==> config.mk <==
export PLATFORM = sky130hd
export DESIGN_NAME = tone_bb_tx_gen
export DESIGN_NICKNAME = d
export VERILOG_FILES = /design/src/rtl/tx_gen_pkg.sv /design/src/rtl/lfsr_scrambler.sv /design/src/rtl/tone_phase_acc.sv /design/src/rtl/tone_bb_tx_gen.sv
export SDC_FILE = /design/constraint.sdc
export NUM_CORES = 1
export LEC_CHECK = 0
export ABC_AREA = 1
export BUFFER_PORTS_ARGS = -buffer_cell sky130_fd_sc_hd__buf_4
export CAP_MARGIN = 5
export CORE_ASPECT_RATIO = 0.8
export CORE_MARGIN = 3
export CORE_UTILIZATION = 52
export DETAILED_ROUTE_END_ITERATION = 10
export PLACE_DENSITY = 0.77
export SETUP_SLACK_MARGIN = 0.02
export SLEW_MARGIN = 20
export SYNTH_ARGS = -nofsm -noshare
export SYNTH_HDL_FRONTEND = slang
export SYNTH_SLANG_ARGS = --single-unit
==> constraint.sdc <==
create_clock -name clk -period 2.5 [get_ports clk]
set_clock_uncertainty 0.1 [all_clocks]
set_input_delay 0.75 -clock clk [delete_from_list [all_inputs] [get_ports clk]]
set_output_delay 0.75 -clock clk [all_outputs]
set_load 0.05 [all_outputs]
==> src/rtl/tx_gen_pkg.sv <==
`timescale 1ns/1ps
package tx_gen_pkg;

    localparam int SINE_IDX_W = 7;
    localparam int DAC_W      = 4;

    typedef enum logic [1:0] {
        TST_OFF   = 2'd0,
        TST_MARK  = 2'd1,
        TST_SPACE = 2'd2,
        TST_ALT   = 2'd3
    } tst_e;

    // Level in the rising quarter, k = 0..32 out of 128 steps per period
    function automatic logic [DAC_W-1:0] quarter_level(input logic [5:0] k);
        logic [DAC_W-1:0] v;
        if (k >= 6'd32)      v = 4'd15;
        else if (k >= 6'd21) v = 4'd14;
        else if (k >= 6'd17) v = 4'd13;
        else if (k >= 6'd13) v = 4'd12;
        else if (k >= 6'd10) v = 4'd11;
        else if (k >= 6'd6)  v = 4'd10;
        else if (k >= 6'd3)  v = 4'd9;
        else                 v = 4'd8;
        return v;
    endfunction

    // Full period built from the quarter by mirroring
    function automatic logic [DAC_W-1:0] sine_level(input logic [SINE_IDX_W-1:0] idx);
        logic [5:0]       p;
        logic [5:0]       k;
        logic [DAC_W-1:0] q;
        logic [DAC_W:0]   neg;
        p   = idx[5:0];
        k   = (p <= 6'd32) ? p : 6'd0 - p;
        q   = quarter_level(k);
        neg = 5'd16 - {1'b0, q};
        return idx[6] ? neg[DAC_W-1:0] : q;
    endfunction

endpackage

==> src/rtl/lfsr_scrambler.sv <==
`timescale 1ns/1ps
module lfsr_scrambler #(
    parameter int LEN    = 17,
    parameter int TAP_HI = 16,
    parameter int TAP_LO = 11
) (
    input  logic clk,
    input  logic rst_n,
    input  logic step,
    input  logic din,
    output logic dout
);
    typedef struct packed {
        logic [LEN-1:0] sh;
    } scr_t;

    scr_t st_d, st_q;

    always_comb begin
        dout = din ^ st_q.sh[TAP_HI] ^ st_q.sh[TAP_LO];
        st_d = st_q;
        if (step) st_d.sh = {st_q.sh[LEN-2:0], dout};
    end

    always_ff @(posedge clk) begin
        if (!rst_n) st_q <= '{sh: {LEN{1'b1}}};
        else        st_q <= st_d;
    end

    // the sent bit is what enters the register
    assert_feedback_R3: assert property (@(posedge clk) disable iff (!rst_n)
        step |=> st_q.sh[0] == $past(dout));
    assert_hold_R8: assert property (@(posedge clk) disable iff (!rst_n)
        !step |=> $stable(st_q.sh));

endmodule

==> src/rtl/tone_phase_acc.sv <==
`timescale 1ns/1ps
module tone_phase_acc #(
    parameter int PW = 16,
    parameter int IW = 7
) (
    input  logic          clk,
    input  logic          rst_n,
    input  logic          adv,
    input  logic [PW-1:0] inc,
    output logic [IW-1:0] idx
);
    typedef struct packed {
        logic [PW-1:0] ph;
    } acc_t;

    acc_t st_d, st_q;

    always_comb begin
        st_d = st_q;
        if (adv) st_d.ph = st_q.ph + inc;
        idx = st_q.ph[PW-1 -: IW];
    end

    always_ff @(posedge clk) begin
        if (!rst_n) st_q <= '0;
        else        st_q <= st_d;
    end

    // phase only moves on an advance
    assert_phase_hold_R5: assert property (@(posedge clk) disable iff (!rst_n)
        !adv |=> $stable(st_q.ph));

endmodule

==> src/rtl/tone_bb_tx_gen.sv <==
`timescale 1ns/1ps
module tone_bb_tx_gen
    import tx_gen_pkg::*;
#(
    parameter int PHASE_W = 16
) (
    input  logic               clk,
    input  logic               rst_n,
    input  logic               baud_tick,
    input  logic               sample_en,
    input  logic               baseband_mode,
    input  logic [1:0]         test_sel,
    input  logic [PHASE_W-1:0] mark_inc,
    input  logic [PHASE_W-1:0] space_inc,
    input  logic               bit_in,
    output logic               bit_take,
    output logic [DAC_W-1:0]   dac_code
);
    localparam int IW = SINE_IDX_W;
    localparam logic [DAC_W-1:0] DAC_MID = DAC_W'(1 << (DAC_W - 1));

    typedef struct packed {
        logic             sym;
        logic             line;
        logic             tone;
        logic [DAC_W-1:0] dac;
    } gen_t;

    gen_t st_d, st_q;

    tst_e              tsel;
    logic              nsym;
    logic              scr_step;
    logic              scr_out;
    logic              acc_adv;
    logic [PHASE_W-1:0] acc_inc;
    logic [IW-1:0]     sine_idx;

    assign tsel = tst_e'(test_sel);

    lfsr_scrambler #(.LEN(17), .TAP_HI(16), .TAP_LO(11)) scr_i (
        .clk   (clk),
        .rst_n (rst_n),
        .step  (scr_step),
        .din   (nsym),
        .dout  (scr_out)
    );

    tone_phase_acc #(.PW(PHASE_W), .IW(IW)) acc_i (
        .clk   (clk),
        .rst_n (rst_n),
        .adv   (acc_adv),
        .inc   (acc_inc),
        .idx   (sine_idx)
    );

    always_comb begin
        st_d     = st_q;
        bit_take = 1'b0;
        scr_step = 1'b0;
        nsym     = bit_in ? st_q.sym : ~st_q.sym;
        acc_adv  = sample_en & ~baseband_mode;
        acc_inc  = st_q.tone ? space_inc : mark_inc;

        if (baud_tick) begin
            unique case (tsel)
                TST_OFF: begin
                    bit_take = 1'b1;
                    st_d.sym = nsym;
                    if (baseband_mode) begin
                        scr_step  = 1'b1;
                        st_d.line = scr_out;
                    end else begin
                        st_d.tone = nsym;
                    end
                end
                TST_MARK: begin
                    if (baseband_mode) st_d.line = 1'b0;
                    else               st_d.tone = 1'b0;
                end
                TST_SPACE: begin
                    if (baseband_mode) st_d.line = 1'b1;
                    else               st_d.tone = 1'b1;
                end
                TST_ALT: begin
                    if (baseband_mode) begin
                        st_d.line = ~st_q.line;
                    end else begin
                        st_d.sym  = ~st_q.sym;
                        st_d.tone = ~st_q.sym;
                    end
                end
                default: ;
            endcase
        end

        if (sample_en)
            st_d.dac = baseband_mode ? {DAC_W{st_q.line}} : sine_level(sine_idx);
    end

    always_ff @(posedge clk) begin
        if (!rst_n) st_q <= '{sym: 1'b0, line: 1'b0, tone: 1'b0, dac: DAC_MID};
        else        st_q <= st_d;
    end

    assign dac_code = st_q.dac;

    // NRZI encoding of consumed bits
    assert_nrzi_zero_R1: assert property (@(posedge clk) disable iff (!rst_n)
        (baud_tick && tsel == TST_OFF && !bit_in) |=> st_q.sym != $past(st_q.sym));
    assert_nrzi_one_R1: assert property (@(posedge clk) disable iff (!rst_n)
        (baud_tick && tsel == TST_OFF && bit_in) |=> $stable(st_q.sym));
    // no bit is taken outside a tick
    assert_take_on_tick_R2: assert property (@(posedge clk) disable iff (!rst_n)
        !baud_tick |-> !bit_take);
    // output holds between samples; baseband has two levels
    assert_dac_hold_R7: assert property (@(posedge clk) disable iff (!rst_n)
        !sample_en |=> $stable(dac_code));
    assert_bb_levels_R7: assert property (@(posedge clk) disable iff (!rst_n)
        (sample_en && baseband_mode) |=> (dac_code == '0 || dac_code == '1));
    // tone samples stay within 1..15
    assert_tone_range_R6: assert property (@(posedge clk) disable iff (!rst_n)
        (sample_en && !baseband_mode) |=> (dac_code != '0));
    // steady tests force the tone select
    assert_steady_mark_R8: assert property (@(posedge clk) disable iff (!rst_n)
        (baud_tick && !baseband_mode && tsel == TST_MARK) |=> !st_q.tone);
    assert_steady_space_R8: assert property (@(posedge clk) disable iff (!rst_n)
        (baud_tick && !baseband_mode && tsel == TST_SPACE) |=> st_q.tone);
    // alternating baseband test flips the line level
    assert_alt_line_R9: assert property (@(posedge clk) disable iff (!rst_n)
        (baud_tick && baseband_mode && tsel == TST_ALT) |=> st_q.line != $past(st_q.line));

endmodule

Word-level counts from Yosys, hierarchy flattened

Index checks and enable logic that the tools add are counted.

Bits in registers: 40
Input bits: 40
Word-level logic and storage cells: 67

$add $sub $neg: 3
Order comparisons: 8
Equal/unequal tests: 11
Multiplexer cells: 28
Bitwise operators: 6
Reduce and logical (&&, ||, !) cells: 5

Operators by type and width:

| cell                | count |
|---|---|
| $add 16x16->16      | 1 |
| $mux 16             | 1 |
| $ne 2x2->1 const B  | 8 |
| $mux 1              | 15 |
| $ge 6x4->1 const B  | 2 |
| $ge 6x5->1 const B  | 2 |
| $mux 3              | 4 |
| $mux 4              | 3 |
| $reduce_and 5->1    | 2 |
| $pmux 2 s4          | 1 |
| $ge 6x2->1 const B  | 1 |
| $ge 6x3->1 const B  | 1 |
| $ge 6x6->1 const B  | 1 |
| $le 6x6->1 const B  | 1 |
| $mux 6              | 1 |
| $sub 1x6->6 const A | 1 |
| $eq 2x2->1 const B  | 2 |
| $mux 2              | 2 |
| $sub 1x4->4 const A | 1 |
| $not 1->1           | 3 |
| $reduce_and 3->1    | 1 |
| $eq 2x1->1 const B  | 1 |
| $logic_not 2->1     | 1 |
| $pmux 1 s2          | 1 |
| other kinds (3)     | 4 |

Depth between registers and ports, before layout

Gate-level depths: netlist (run 1).

Depth in word-level cells: 14
Mapped depth: 20
Depth with buffers taken out: 20

Modules after synthesis

From an unflattened synthesis (run 1), not the netlist that was laid out.

Cell total of the unflattened synthesis: 508
Area total of the unflattened synthesis: 3321.9 µm²

Modules (own cells, without submodules):

| module         | instances | cells an instance | area each (µm²) | seq. area each (µm²) |
|---|---|---|---|---|
| tone_phase_acc | 1         | 271               | 1575.3          | 320.3 |
| tone_bb_tx_gen | 1         | 157               | 1023.5          | 140.1 |
| lfsr_scrambler | 1         | 80                | 723.2           | 340.3 |

Least setup slack after synthesis (run 1)

No wires, ideal clock.

Path type: register to register
Start point: register st_q[4] in the netlist's numbering
End point: register acc_i.st_q[13] in the netlist's numbering
Arrival time: 2336 ps
Data required time: 2280 ps
Setup slack: -56 ps
Stages on the path, launching flop included: 11
Path buffers: 2
Path through: dfxtp_1 -> buf_2 -> buf_1 -> mux2_2 -> ha_1 -> a21o_1 -> a31oi_1 -> nand3_1 -> a21oi_1 -> xor2_1 -> a21oi_1

Cells in the longest elaborated chain, start to end: 2

Ends and longest elaborated chain:

| item                   | RTL line              | source |
|---|---|---|
| start, declared        | tone_bb_tx_gen.sv:29  | `gen_t st_d, st_q;` |
| start signal, assigned | tone_bb_tx_gen.sv:102 | `if (!rst_n) st_q <= '{sym: 1'b0, line: 1'b0, tone: 1'b0, dac: DAC_MID};` |
| start signal, assigned | tone_bb_tx_gen.sv:103 | `else st_q <= st_d;` |
| $mux 16                | tone_bb_tx_gen.sv:63  | `acc_inc = st_q.tone ? space_inc : mark_inc;` |
| $add 16x16->16         | tone_phase_acc.sv:20  | `if (adv) st_d.ph = st_q.ph + inc;` |
| end signal, assigned   | tone_phase_acc.sv:26  | `else st_q <= st_d;` |
| end, declared          | tone_phase_acc.sv:16  | `acc_t st_d, st_q;` |

Every way passes these cells.
A chain may end at the register's enable or synchronous reset.

Final worst setup path (run 1)

Same ends and word-level chain as after synthesis.

==> flow_summary.ini, run 1 <==
[outcome]
status = finished, final reports clean

[pwr]
power_density_nw_per_um2 = 537
power_mw = 1.99
cellLeakagePower_nw = 1.89
ir_worst_vdd_v = 0.000258

[setup_path]
reg2reg_slack_ns = 0.12
crit_type = reg2reg
r2r-start = st_q[4]
worstPathArrival_ns = 2.48
critPathMaxFanout = 16
worstReg2RegEnd = acc_i.st_q[13]
crit_required_ns = 2.60
reg2regPathDepth = 9
startpoint_type = flip-flop
end_kind = flip-flop

[timing]
hold_viol = 0
setup_tns_ns = 0
period_share_pct = 95.1
relSlewSlack_pct = 56.2
fin_crit_ns = 2.38
drv_slew = 0
setup-violations-final = 0
setup_slack_ns = 0.124
fmax_mhz = 421
worst_pin_slew_ns = 0.656

[finish]
syn2layout_area_growth_pct = 28.3
antenna_cells = 0
num-nets-final = 548
post-route-util_pct = 71.4
fill_cells = 433
drive_above_1_share_pct = 31.6
mostFrequentLayoutCells = nand2_1, buf_4, inv_1, nand3_1, dfxtp_1
final_common_cell = nand2_1

[clock_tree]
worstSkewPairLatency_ns = 0.31
cts_htree_levels = 2
clkSinkCount = 40
clk_path_buf_depth = 2
cts_root_buf = clkbuf_8
cts_buffers = 5
cts_hold_buf = 0
cts.clk_slew.worst_paths_ns = 0.09
tritoncts = yes

[job]
cap_violations = 0

[yosys]
ys_seq_area_share_pct = 27.8
synth-edff-count = 0
async_flop_share_pct = 0
synth_nets = 480
synthFlopType = dfxtp_1
synth_cells = 421
syn_area_per_cell_um2 = 6.85
ys.warnings.count = 0
ys_seq_elements = 40
synth_area_um2 = 2890
ys_types = 37

[min_path]
holdCritStartpoint = scr_i.st_q[14]
min_to = scr_i.st_q[14]
min_path_type = reg2reg
worst_hold_path.num_cells = 2

[placement]
port_buffers = 44
dp_hpwl_um = 5230
gp_congestion = 0.857
pre_cts_ws_ns = -0.198

[detailed_routing]
detail_route.first_pass.iterations = 4
wire_per_inst_um = 12.9
vias = 2938
vias_per_cell = 5.32
drc_errors = 0
antenna_left = 0
drt_iter0_drc = 175
drt-total-wl_um = 7120

[die]
start_util_pct = 55.7
chipHeight_um = 72.6
core_um2 = 5180
ios = 45
die_w_um = 89.3
rows = 23
die_area_um2 = 6480

[global_route]
grt_antenna_before_repair = 0
grt_pass1_wl_um = 11800
grt_pass1_vias = 2731
grt_overflow = 0
grt_max_degree = 26
grt_use_total_pct = 22.7
-- cells in the mapped netlist (all sizes together) (4+ instances only) --
master / count / area, um^2
xnor2: 7 / 61.3
inv: 48 / 180
mux2: 14 / 158
nand2: 111 / 437
a31oi: 5 / 31.3
dfxtp: 40 / 801
nor2: 38 / 150
clkbuf: 6 / 32.5
buf: 8 / 55.1
o21ai: 20 / 100
nand3b: 4 / 30.0
nand3: 40 / 215
xor2: 6 / 52.6
ha: 18 / 225
a21oi: 35 / 194
o211ai: 4 / 30.0
-- metrics by stage --
step           instance area [um^2]  cells  hold slack, ns
3_5_place_dp                   3420    539           0.348
3_3_place_gp                   3420    539           0.340
6_report                       3700    552           0.365
4_1_cts                        3540    547           0.370
2_1_floorplan                  2890    421           0.329
5_1_grt                        3700    552           0.386
-- report_power, final --
group          switching, mW  internal, mW  leakage [nW]
sequential            0.0335         0.677         0.330
clock                  0.257         0.301        0.0548
combinational          0.394         0.326          1.51
-- what timing repair did --
item,in CTS,in global routing
setup endpoints to repair,0,8
gates resized for setup,0,38
buffers inserted,0,5
-- cell type report --
| type | count | area, um^2 | share of cell area, % |
|---|---|---|---|
| clock buffer | 5 | 68.8 | 1.86 |
| timing repair buffer | 75 | 576 | 15.6 |
| multi-input combinational | 319 | 1950 | 52.6 |
| clock inverter | 3 | 46.3 | 1.25 |
| sequential | 40 | 807 | 21.8 |
| tap | 62 | 77.6 | 2.10 |
| inverter | 48 | 180 | 4.87 |
-- cell families (layout without fill, tap and decap cells) --
kind of cell    count (synthesis)  in the layout  synth area share [%]
xor+xnor                       13             13                  3.95
buf+inv                        62            131                  9.28
mux                            15             15                  5.81
simple gates                  202            202                  30.8
flops                          40             40                  27.8
compound gates                 70             70                  13.9
fa+ha+maj                      19             19                  8.50
-- how the worst max path moves through the flow --
stage / start / end / cells after the start
floorplan: space_inc[0] / acc_i.st_q[10] / 12
global placement: space_inc[4] / acc_i.st_q[9] / 12
detailed placement: mark_inc[1] / acc_i.st_q[9] / 13
CTS: st_q[4] / acc_i.st_q[9] / 12
global route: acc_i.st_q[10] / dac_code[1] / 18
finish: st_q[4] / acc_i.st_q[13] / 9
-- sequential cells by signal (all words and copies together), names as in the netlist --
| signal | count |
|---|---|
| scr_i.st_q | 17 |
| dac_code | 4 |
| acc_i.st_q | 16 |
| st_q | 3 |
-- worst max-delay path, cell delays in order, from the launching register on --
cell and delay [ns]:
dfxtp_2 0.35, buf_12 0.15, mux2_2 0.35, ha_1 0.29, a21o_1 0.22, a31oi_1 0.18
nand3_1 0.17, a21oi_2 0.17, xor2_1 0.20, a21oi_1 0.09
-- layer usage --
layer  GRT usage (%)  part of all wire [%]  vias to the layer above
li1                -                     -                     1516
met1            31.2                    47                     1345
met2            37.3                    47                       63
met3            3.39                   4.3                       14
met4            6.12                   1.7                        0
met5               0                     0                        -
Note: power is estimated with default switching activity, not from simulation.
==> inputs of run 2 (changes only) <==
Settings changed: SETUP_SLACK_MARGIN 0.02 to 0.5.
==> run 2 against run 1 <==
- setup slack lost 0.10 ns
- first-iteration DRC count grew 31%
- critical path depth grew 10
- maximum frequency shrank 4.1%
- non-clock buffer count grew 12
- die area is the same
- core utilization grew 8.7 points
- clock power grew 0.7%
- total power grew 11%
- largest power group unchanged
- global-route usage grew 3.3 points
- sequential cell count is the same
==> flow_summary.ini, run 2 (same netlist as run 1, synthesis figures left out) <==
[detailed_routing]
drc_errors = 0
drt-total-wl_um = 8920
vias = 3187
detail_route.first_pass.iterations = 5
wire_per_inst_um = 15.8
antenna_left = 0
drt_iter0_drc = 229
vias_per_cell = 5.65

[setup_path]
startpoint = acc_i.st_q[9]
cpMostUsedCell = nor2_1
startpoint_type = flip-flop
crit_type = reg2reg
worstPathArrival_ns = 2.61
worstReg2RegEnd = dac_code[1]
r2r-start = acc_i.st_q[9]
reg2regPathDepth = 19
crit_required_ns = 2.63
reg2reg_slack_ns = 0.02
critPathMaxStageDelay_ns = 0.38
crit_end = dac_code[1]
cp_slowest_cell = dfxtp_4
critPathMaxFanout = 3
path_cells = inv_4, ha_4, inv_4, nor2_4, a21oi_1, nand2_2, nand2_4, nand2_1, nor2_1, nor2_1, nand2_1, nand2_2, nand3_2, inv_1, ha_2, nor2_1, nor2_1, nand2_1, a21oi_2
end_kind = flip-flop

[timing]
fmax_mhz = 404
worst_pin_slew_ns = 0.728
drv_slew = 0
setup-violations-final = 0
hold_viol = 0
rsz0062_at_grt = true
setup_slack_ns = 0.0224
relSlewSlack_pct = 51.4
fin_crit_ns = 2.48
period_share_pct = 99.1
setup_tns_ns = 0

[placement]
gp_congestion = 0.875
pre_cts_ws_ns = -0.148
port_buffers = 44
dp_hpwl_um = 5290
dp_cells = 532

[min_path]
holdCritStartpoint = scr_i.st_q[15]
min_path_type = reg2reg

[pwr]
cellLeakagePower_nw = 2.00
ir_worst_vdd_v = 0.000492
power_density_nw_per_um2 = 533

[clock_tree]
cts_hold_buf = 0
clk_path_buf_depth = 2
worstSkewPairLatency_ns = 0.30
cts_root_buf = clkbuf_8
cts_htree_levels = 2
tritoncts = yes
cts.clk_slew.worst_paths_ns = 0.09
clkSinkCount = 40
cts_buffers = 5

[die]
rows = 23
die_w_um = 89.3
chipHeight_um = 72.6
die_area_um2 = 6480
start_util_pct = 55.7
ios = 45
core_um2 = 5180

[global_route]
grt_use_total_pct = 26.0
grt_pass1_wl_um = 13300
grt_antenna_before_repair = 0
grt_overflow = 0
grt_pass1_vias = 3009
grt_max_degree = 26

[finish]
regArea_um2 = 811
num-nets-final = 560
final_common_cell = nand2_1
regMostFlops = scr_i.st_q
post-route-util_pct = 80.2
largest_reg_flops = 17
syn2layout_area_growth_pct = 44.0
mostFrequentLayoutCells = nand2_1, buf_4, inv_1, dfxtp_1, nand3_1
drive_above_1_share_pct = 40.2
antenna_cells = 0
fin_cells = 564
multi_input_area_um2 = 2250
fill_cells = 328

[job]
cap_violations = 0

[outcome]
status = finished, final reports clean
## run 2: changes by cell type in the layout (fill, tap and decap cells not counted), sizes merged
cell      change
buf          +12
inv           -1
clkinvlp      +1
## run 2: through the flow
stage | power (mW) | hold slack [ns] | area [um^2]
6_report | 2.21 | 0.360 | 4150
5_1_grt | 2.33 | 0.396 | 4150
4_1_cts | 2.08 | 0.365 | 3890
3_5_place_dp | 1.40 | 0.343 | 3500
3_3_place_gp | 1.38 | 0.338 | 3500
2_1_floorplan | 1.21 | 0.329 | 3030
## run 2: layout make-up
class,instances,share of cell area (%)
Clock inverter,3,1.11
Clock buffer,5,1.66
Multi-Input combinational cell,319,54.2
Inverter,48,4.55
Tap cell,62,1.87
Sequential cell,40,19.5
Timing Repair Buffer,87,17.1
## run 2: repair_timing
item | in CTS | in global routing
setup endpoints to repair | 16 | 17
hold endpoints to repair | 0 | 0
cloned | 0 | 0
pin swaps | 16 | 13
gates resized for setup | 42 | 36
setup buffers | 13 | 11
## run 2: worst min-delay path by stage
stage,endpoint,slack [ns],cells after the start
final,scr_i.st_q[15],0.36,2
after global placement,scr_i.st_q[9],0.34,2
after floorplan,scr_i.st_q[10],0.33,2
after global routing,scr_i.st_q[15],0.40,2
after detailed placement,scr_i.st_q[15],0.34,2
after CTS,scr_i.st_q[15],0.36,2
## run 2: per-layer routing
| layer | GRT usage (%) | share of wire [%] | vias up |
|---|---|---|---|
| li1 | - | - | 1540 |
| met1 | 33.0 | 40 | 1456 |
| met2 | 45.5 | 50 | 157 |
| met3 | 4.18 | 6.8 | 34 |
| met4 | 7.27 | 2.4 | 0 |
| met5 | 0 | 0 | - |
## run 2: worst max-delay path, delay by kind of cell (launching register included)
family,cells,cell delay (ns)
AO/OA/AOI/OAI,2,0.29
adder cells (fa/ha/maj),2,0.47
buffers and inverters,3,0.15
flip-flops,1,0.38
AND/OR/NAND/NOR,12,1.01
## run 2: where the power goes
part           switching [mW]  internal, mW
clock network           0.261         0.301
registers              0.0445         0.677
logic                   0.492         0.438
total                   0.798          1.42
==> inputs of run 3 (changes only) <==
Settings changed: ABC_AREA 1 to unset.
==> run 3 against run 2 <==
- the run now ends with setup timing left
- register-to-register slack worse by 0.22 ns
- final cell count is 4.1% lower
- total power is 2.4% higher
- core utilization is 4.3 points higher
- via count is 3.1% higher
- clock power hardly changed
- largest power group unchanged
==> flow_summary.ini, run 3 <==
[outcome]
status = finished with violations
violations = setup timing

[setup_path]
crit_family = compound AO/OA/AOI/OAI gates
r2r-start = st_q[4]
cp_slowest_cell = dfxtp_4
crit_required_ns = 2.60
startpoint_type = flip-flop
worstPathArrival_ns = 2.80
end_kind = flip-flop
cpMostUsedCell = o211ai_1
reg2reg_slack_ns = -0.20
reg2regPathDepth = 11
path_cells = buf_6, buf_16, mux2_4, ha_4, nor2_1, o211ai_1, a21bo_2, o21a_1, o211ai_1, mux2i_1, a31o_1
critPathMaxStageDelay_ns = 0.37
critPathMaxFanout = 7
worstReg2RegEnd = acc_i.st_q[13]
crit_type = reg2reg
worst-path-buf-inv = 2

[finish]
stdcell_area_um2 = 4400
drive_above_1_share_pct = 44.2
syn2layout_area_growth_pct = 51.2
fill_cells = 265
regMostFlops = scr_i.st_q
largest_reg_flops = 17
final_common_cell = buf_4
antenna_cells = 0
num-nets-final = 524
post-route-util_pct = 84.5
mostFrequentLayoutCells = buf_4, nand2_1, dfxtp_1, nand3_1, nor2_1

[yosys]
synth_top_area_cell = dfxtp_1
ys_types = 64
synth_compound_area_share_pct = 21.3
synthFlopType = dfxtp_1
synthMuxAreaShare_pct = 6.79
synth_top_family_by_area = simple AND/OR/NAND/NOR gates
synth_nets = 436
async_flop_share_pct = 0
yosys.area_share.simple_pct = 25.6
synth_area_um2 = 2910
syn_area_per_cell_um2 = 7.72
synthTopCellsByArea = dfxtp_1, ha_1, nand2_1
synth_most_common_cell = nand2_1
synth_cells = 377
synth-edff-count = 0
ys_seq_area_share_pct = 27.5
synthTopCellsByCount = nand2_1, dfxtp_1, nand3_1, a21oi_1
ys.warnings.count = 0
ys_seq_elements = 40
synthXorXnorAreaFrac_pct = 3.91
synth_adder_area_share_pct = 8.43
synth_top_area_share_pct = 27.5

[clock_tree]
cts_buffers = 5
clk_path_buf_depth = 2
tritoncts = yes
cts_htree_levels = 2
clkSinkCount = 40
cts.clk_slew.worst_paths_ns = 0.09
worstSkewPairLatency_ns = 0.30
cts_root_buf = clkbuf_8

[global_route]
grt_pass1_vias = 2927
grt_overflow = 0
grt_use_total_pct = 27.8
grt_max_degree = 33
grt_pass1_wl_um = 14200
grt_antenna_before_repair = 0

[die]
ios = 45
core_um2 = 5210
die_area_um2 = 6540
chipHeight_um = 72.9
start_util_pct = 55.9
die_w_um = 89.6
rows = 23

[placement]
dp_hpwl_um = 5870
place_area_um2 = 3790
gp_congestion = 0.910
pre_cts_ws_ns = -0.446
port_buffers = 44

[timing]
rsz0062_at_grt = true
drv_slew = 0
fin_crit_ns = 2.70
setup_slack_ns = -0.202
whs_ns = 0.373
setup-violations-final = 13
relSlewSlack_pct = 62.4
worst_pin_slew_ns = 0.563
fmax_mhz = 370
hold_viol = 0
setup_tns_ns = -1.51
period_share_pct = 108

[pwr]
ir_worst_vdd_v = 0.000554
power_density_nw_per_um2 = 515
cellLeakagePower_nw = 1.84

[min_path]
worst_hold_path.num_cells = 2
holdCritStartpoint = scr_i.st_q[13]
min_path_type = reg2reg
min_to = scr_i.st_q[14]

[detailed_routing]
wire_per_inst_um = 18.4
detail_route.first_pass.iterations = 5
drc_errors = 0
antenna_left = 0
drt-total-wl_um = 9980
vias = 3286
drt_iter0_drc = 267
vias_per_cell = 6.07

[job]
cap_violations = 0
run 3: worst max path at each step:
stage	to	from	cells after the start	slack, ns
6_report	acc_i.st_q[13]	st_q[4]	11	-0.20
3_5_place_dp	acc_i.st_q[13]	mark_inc[1]	11	-0.45
2_1_floorplan	acc_i.st_q[14]	mark_inc[0]	11	-0.16
4_1_cts	dac_code[1]	acc_i.st_q[10]	10	-0.14
5_1_grt	acc_i.st_q[13]	st_q[4]	11	-0.28
3_3_place_gp	acc_i.st_q[13]	mark_inc[1]	11	-0.35
run 3: power by group:
group          total (mW)  switching, mW  internal (mW)  leakage (nW)
Combinational       0.989          0.491          0.499          1.45
Sequential          0.713         0.0369          0.676         0.329
Clock               0.564          0.263          0.301        0.0548
run 3: layer usage:
metal,track usage (%),wire length (um),up-vias
li1,-,-,1522
met1,39.4,4100,1542
met2,43.7,4830,180
met3,5.30,721,42
met4,6.61,330,0
met5,0,0,-
run 3: per-stage QoR:
stage	std cells	power, mW
after floorplan	377	1.24
after global placement	517	1.46
after CTS	534	2.13
final	541	2.27
after detailed placement	517	1.49
after global routing	541	2.35
run 3: final cells by class:
type	instances	area (um^2)	share of cell area [%]
multi-input combinational	295	2440	55.5
clock inverter	3	46.3	1.05
tap	75	93.8	2.13
timing repair buffer	103	865	19.6
clock buffer	5	68.8	1.56
sequential	40	807	18.3
inverter	20	77.6	1.76
run 3: timing repair:
item	in CTS	in global routing
gates cloned	1	0
setup buffers	8	7
hold buffers	0	0
pin swaps	30	26
gates resized for setup	44	27
endpoints found under the hold margin	0	0
setup endpoints to repair	17	18
run 3: worst register-to-register path: stages, from the launching register on:
cell,delay [ns]
dfxtp_4,0.37
buf_6,0.13
buf_16,0.14
mux2_4,0.32
ha_4,0.18
nor2_1,0.18
o211ai_1,0.16
a21bo_2,0.26
o21a_1,0.22
o211ai_1,0.23
mux2i_1,0.11
a31o_1,0.19
run 3: logic make-up after synthesis:
group,count (synthesis)
DFF,40
adders and majority gates,19
xor gates and xnor gates,13
AOI/OAI and AO/OA,93
and+or+nand+nor,152
muxes,18
buffers and inverters,42
